`config.mk`:
```
export PLATFORM = sky130hd
export DESIGN_NAME = trig_word_unit
export DESIGN_NICKNAME = d
export VERILOG_FILES = /design/src/rtl/trig_pkg.sv /design/src/rtl/trig_cfg_chain.sv /design/src/rtl/trig_match.sv /design/src/rtl/trig_readback.sv /design/src/rtl/trig_word_unit.sv
export SDC_FILE = /design/constraint.sdc
export NUM_CORES = 1
export LEC_CHECK = 0
export ABC_AREA = 1
export BUFFER_PORTS_ARGS = -buffer_cell sky130_fd_sc_hd__buf_2
export CAP_MARGIN = 10
export CELL_PAD_IN_SITES_DETAIL_PLACEMENT = 0
export CELL_PAD_IN_SITES_GLOBAL_PLACEMENT = 1
export CORE_MARGIN = 4
export CORE_UTILIZATION = 46
export CTS_BUF_LIST = sky130_fd_sc_hd__clkbuf_2 sky130_fd_sc_hd__clkbuf_4 sky130_fd_sc_hd__clkbuf_8
export DETAILED_ROUTE_END_ITERATION = 10
export GPL_ROUTABILITY_DRIVEN = 0
export PLACE_DENSITY = 0.88
export SETUP_SLACK_MARGIN = 0.5
export SYNTH_ARGS = -nofsm -noshare
export SYNTH_HDL_FRONTEND = slang
export SYNTH_HIERARCHICAL = 1
export SYNTH_SLANG_ARGS = --single-unit
export TNS_END_PERCENT = 20
```
`constraint.sdc`:
```
create_clock -name clk -period 1.94 [get_ports clk]
set_clock_uncertainty 0.2 [all_clocks]
set_input_delay 0 -clock clk [delete_from_list [all_inputs] [get_ports clk]]
set_output_delay 0 -clock clk [all_outputs]
set_load 0.01 [all_outputs]
```
`src/rtl/trig_pkg.sv`:
```
package trig_pkg;

   // Number of select bits needed to address a given number of lanes.
   function automatic int sel_width(input int lanes);
      return (lanes > 1) ? $clog2(lanes) : 1;
   endfunction

endpackage

```
`src/rtl/trig_cfg_chain.sv`:
```
module trig_cfg_chain #(
   parameter int CH_W = 16
) (
   input  logic            clk,
   input  logic            rst_n,
   input  logic            cfg_bit,
   input  logic            cfg_step,
   input  logic            cfg_load,
   output logic [CH_W-1:0] pol_q,
   output logic [CH_W-1:0] dc_q
);
   localparam int CHAIN_W = 2 * CH_W;

   logic [CHAIN_W-1:0] chain_q;

   always_ff @(posedge clk or negedge rst_n) begin
      if (!rst_n) begin
         chain_q <= '0;
         pol_q   <= '0;
         dc_q    <= '0;
      end else begin
         if (cfg_step)
            chain_q <= {chain_q[CHAIN_W-2:0], cfg_bit};
         if (cfg_load) begin
            pol_q <= chain_q[CHAIN_W-1:CH_W];
            dc_q  <= chain_q[CH_W-1:0];
         end
      end
   end

   // Active settings move only on a load strobe.
   assert_hold_without_load_R2: assert property (@(posedge clk) disable iff (!rst_n)
      !cfg_load |=> ($stable(pol_q) && $stable(dc_q)));

   // A shift brings the serial bit into the chain tail.
   assert_shift_entry_R2: assert property (@(posedge clk) disable iff (!rst_n)
      cfg_step |=> (chain_q[0] == $past(cfg_bit)));

   // A load takes the chain contents from before any shift at the same edge.
   assert_load_preshift_R3: assert property (@(posedge clk) disable iff (!rst_n)
      cfg_load |=> ({pol_q, dc_q} == $past(chain_q)));

endmodule

```
`src/rtl/trig_match.sv`:
```
module trig_match #(
   parameter int CH_W = 16
) (
   input  logic            clk,
   input  logic            rst_n,
   input  logic [CH_W-1:0] samp_in,
   input  logic [CH_W-1:0] pol_q,
   input  logic [CH_W-1:0] dc_q,
   output logic            hit
);
   logic [CH_W-1:0] lane_ok;

   for (genvar i = 0; i < CH_W; i++) begin : g_lane
      // Polarity stage, then don't-care override.
      assign lane_ok[i] = (samp_in[i] ^ pol_q[i]) | dc_q[i];
   end

   always_ff @(posedge clk or negedge rst_n) begin
      if (!rst_n) hit <= 1'b0;
      else        hit <= &lane_ok;
   end

   assert_all_dontcare_R5: assert property (@(posedge clk) disable iff (!rst_n)
      (&dc_q) |=> hit);

   assert_polarity_lane0_R4: assert property (@(posedge clk) disable iff (!rst_n)
      (!dc_q[0] && (samp_in[0] == pol_q[0])) |=> !hit);

   assert_full_match_R6: assert property (@(posedge clk) disable iff (!rst_n)
      (((samp_in ^ pol_q) | dc_q) == {CH_W{1'b1}}) |=> hit);

endmodule

```
`src/rtl/trig_readback.sv`:
```
module trig_readback #(
   parameter int RB_W   = 16,
   parameter int BYTE_W = 8,
   parameter int SEL_W  = 1
) (
   input  logic [RB_W-1:0]   rd_bus,
   input  logic [SEL_W-1:0]  rd_sel,
   input  logic              rd_en,
   output logic [BYTE_W-1:0] rd_byte
);
   localparam int LANES = RB_W / BYTE_W;

   logic [BYTE_W-1:0] lane_data [LANES];

   for (genvar l = 0; l < LANES; l++) begin : g_rb_lane
      assign lane_data[l] = rd_bus[l*BYTE_W +: BYTE_W];
   end

   always_comb begin
      rd_byte = '0;
      for (int l = 0; l < LANES; l++)
         if (rd_en && (int'(rd_sel) == l)) rd_byte = lane_data[l];
   end

   always_comb begin
      if (rd_en && (rd_sel == '0))
         assert_low_lane_R7: assert (rd_byte == rd_bus[BYTE_W-1:0]);
      if (!rd_en)
         assert_quiet_when_off_R8: assert (rd_byte == '0);
   end

endmodule

```
`src/rtl/trig_word_unit.sv`:
```
module trig_word_unit #(
   parameter int CH_W   = 16,
   parameter int BYTE_W = 8,
   parameter int RB_W   = 16,
   localparam int LANES = RB_W / BYTE_W,
   localparam int SEL_W = trig_pkg::sel_width(RB_W / BYTE_W)
) (
   input  logic              clk,
   input  logic              rst_n,
   input  logic              cfg_bit,
   input  logic              cfg_step,
   input  logic              cfg_load,
   input  logic [CH_W-1:0]   samp_in,
   output logic              hit,
   input  logic [RB_W-1:0]   rd_bus,
   input  logic [SEL_W-1:0]  rd_sel,
   input  logic              rd_en,
   output logic [BYTE_W-1:0] rd_byte
);
   if (CH_W < 1) begin : g_bad_ch
      $error("CH_W must be at least 1");
   end
   if (BYTE_W < 1 || (RB_W % BYTE_W) != 0 || LANES < 1) begin : g_bad_rb
      $error("RB_W must be a nonzero multiple of BYTE_W");
   end

   logic [CH_W-1:0] pol_q;
   logic [CH_W-1:0] dc_q;

   trig_cfg_chain #(.CH_W(CH_W)) u_cfg (
      .clk      (clk),
      .rst_n    (rst_n),
      .cfg_bit  (cfg_bit),
      .cfg_step (cfg_step),
      .cfg_load (cfg_load),
      .pol_q    (pol_q),
      .dc_q     (dc_q)
   );

   trig_match #(.CH_W(CH_W)) u_match (
      .clk     (clk),
      .rst_n   (rst_n),
      .samp_in (samp_in),
      .pol_q   (pol_q),
      .dc_q    (dc_q),
      .hit     (hit)
   );

   trig_readback #(.RB_W(RB_W), .BYTE_W(BYTE_W), .SEL_W(SEL_W)) u_rb (
      .rd_bus  (rd_bus),
      .rd_sel  (rd_sel),
      .rd_en   (rd_en),
      .rd_byte (rd_byte)
   );

   assert_reset_idle_R1: assert property (@(posedge clk) disable iff (!rst_n)
      $rose(rst_n) |-> (pol_q == '0 && dc_q == '0));

endmodule

```
==> metrics <==
async set-or-reset flop fraction in the synthesized netlist 100%; Max Clock Freq 0.761 GHz; failing checks negative hold slack; Slew @ Worst Pin 0.699 ns; vias per cell between 4 and 5; Critical Path Start Type input port; Comb pwr share between 15 and 20%; max cap viols 0; Seq pwr share 52.4%; initial DRC count 172; internal power 2.33 mW; vias in the first global route ~2,400; GRT Overall Usage 17.4%; first drt pass iteration count 4; fin cells 540; Post-Syn Nets 433; class of the most critical setup path in -> reg; core box area roughly 0.0065 sq mm; kind of capture point of the worst setup path register; global route overflow 0; Clk Latency, worst-skew pair 0.33 ns; first-pass GRT wire length 11.4 mm; root buffer cell clkbuf_8; Sw Ratio 27.4%; CTS tree done; Post-Route M1 WL between 3 and 4 mm; Post-Syn Area 0.00311 sq mm; Post-CTS Repair Setup Buffers 0; die height ~90 microns; via count around 2,500; RSZ-0062 raised after global routing false; Worst Path Buf+Inv 2; crit-path leading delay family buffers and inverters; PortBufs 47; fin area 0.00367 sq mm; critical-path cell list buf_2 > dlygate4sd3_1 > nand2_1 > nand2_1; CP arrival roughly 1.4 ns; Worst Path Required 2.01 ns; WL final 6.42 mm; Inserted Diodes 0; initial antenna violation count 0; # IOs 48; WHS -0.00193 ns; synth warn 6; routed len/inst approximately 12 microns; power density cells a little under 900 mW/mm^2; slowest CP cell dlygate4sd3_1; Mapped Cells 394; layout cells sized above 1 17.3%; Final min period 1.31 ns; CTS Sinks 65; Highest Signal Layer met4; CTS Buffer Depth 2; Period Utilization, post-route 67.7%; CP peak stage delay 1.01 ns; top_reg_cell synth dfrtp_1; clk slew on worst S/H paths 0.06 ns; dpl cells 505; Final Max Tran Viols 0; static leakage ~2.1 nW; Site Rows 29; post-synthesis cell type count 17; number of synthesized flops with an enable pin 0; largest net degree at the start of global routing 33; CP max FO 18; HPWL after detailed placement 4.39 mm; Post-route DRC 0; Final Hold Fails 1; Initial Util 48.1%; outcome complete, but fails checks; met2 wire length 2.90 mm; post-synthesis sequential area ratio 52.3%; Final ANT Viol Nets 0; CP dominant cell by count nand2_1; Layout area overhead 18.2%; WL met3 roughly 260 microns; hold crit path type in -> reg; hold_buf cts 21; Syn Area/Cell 7.89 sq um; Layout Utilization 56.9%; die width about 90 microns; TritonCTS Buffers 9; Nets 499; Post-CTS Resized 0; register bit total from synthesis 65; clock share of power 31.8%; # setup viols final 0; top cells by count, synth nand2_1, dfrtp_1, inv_1; Slew HR 53.2%; setup TNS 0 ns; Post-Place Cell Area around 0.0033 sq mm; top-count cell post-synth nand2_1; largest cells by area after synthesis dfrtp_1, nand2_1, buf_6; H-tree depth 3; Fillers 612; top-area cell type share of the netlist area 52.3%; Max VDD drop 0.504 mV; die footprint 0.00814 sq mm; leading area contributor after synthesis dfrtp_1; NetSw about 880 uW
## layout by cell type (no fill, tap or decap), drive strengths merged
master	instances
or2	3
nand2	239
dfrtp	65
clkbuf	14
nand3b	12
nor2	5
a21oi	3
buf	51
inv	32
dlygate4sd3	21
nand3	17
clkinv	1
## area by class of cell
cell class | instances | area [sq um] | area share, %
tap | 77 | 96.3 | 2.62
clock buffer | 14 | 174 | 4.73
timing repair buffer | 72 | 488 | 13.3
multi-input combinational | 279 | 1150 | 31.4
inverter | 33 | 134 | 3.64
sequential | 65 | 1630 | 44.3
## cells by family after synthesis
group                  synth area share (%)
AO/OA/AOI/OAI                         0.483
flip-flops                             52.3
buffers and inverters                  10.5
AND/OR/NAND/NOR                        36.7
## power by group through the flow
stage / combinational, mW / sequential [mW] / clock, mW
finish: 0.505 / 1.68 / 1.02
global route: 0.587 / 1.71 / 1.13
CTS: 0.513 / 1.68 / 1.05
detailed placement: 0.479 / 1.71 / 0
global placement: 0.467 / 1.70 / 0
floorplan: 0.359 / 1.67 / 0
## registers in the layout, indices dropped and copies added (netlist names)
register,count
u_cfg/pol_q,16
u_match/hit,1
u_cfg/dc_q,16
u_cfg/chain_q,32
## worst paths after layout
check                               startpoint           endpoint  slack [ns]  cells after the start
worst max-delay path                  cfg_step  u_cfg/chain_q[26]        0.63                      4
worst min-delay path                samp_in[3]        u_match/hit      -0.002                      8
worst max register to register  u_cfg/pol_q[5]        u_match/hit        0.75                      6
worst min register to register  u_cfg/dc_q[10]     u_cfg/dc_q[10]        0.27                      2
max in group asynchronous                rst_n  u_cfg/chain_q[18]        0.89                      3
min in group asynchronous                rst_n    u_cfg/pol_q[14]        0.01                      2
## layer usage
layer | track usage, % | vias to the layer above
met3 | 3.34 | 9
met5 | 0 | -
li1 | - | 1313
met2 | 26.4 | 52
met4 | 7.65 | 0
met1 | 24.1 | 1095
## worst register-to-register path, delay by kind of cell (launching register included)
| kind | cells | cell delay (ns) |
|---|---|---|
| DFF | 1 | 0.40 |
| and+or+nand+nor | 6 | 0.54 |
## metrics by stage
step / setup WS [ns] / power (mW) / hold slack (ns)
after floorplan: 0.796 / 2.03 / -0.496
after global placement: 0.727 / 2.17 / -0.150
after detailed placement: 0.752 / 2.19 / -0.153
after CTS: 0.640 / 3.25 / 0.000328
after global routing: 0.585 / 3.43 / 0.0285
final: 0.627 / 3.21 / -0.00193
(Power assumes the default switching activity.)
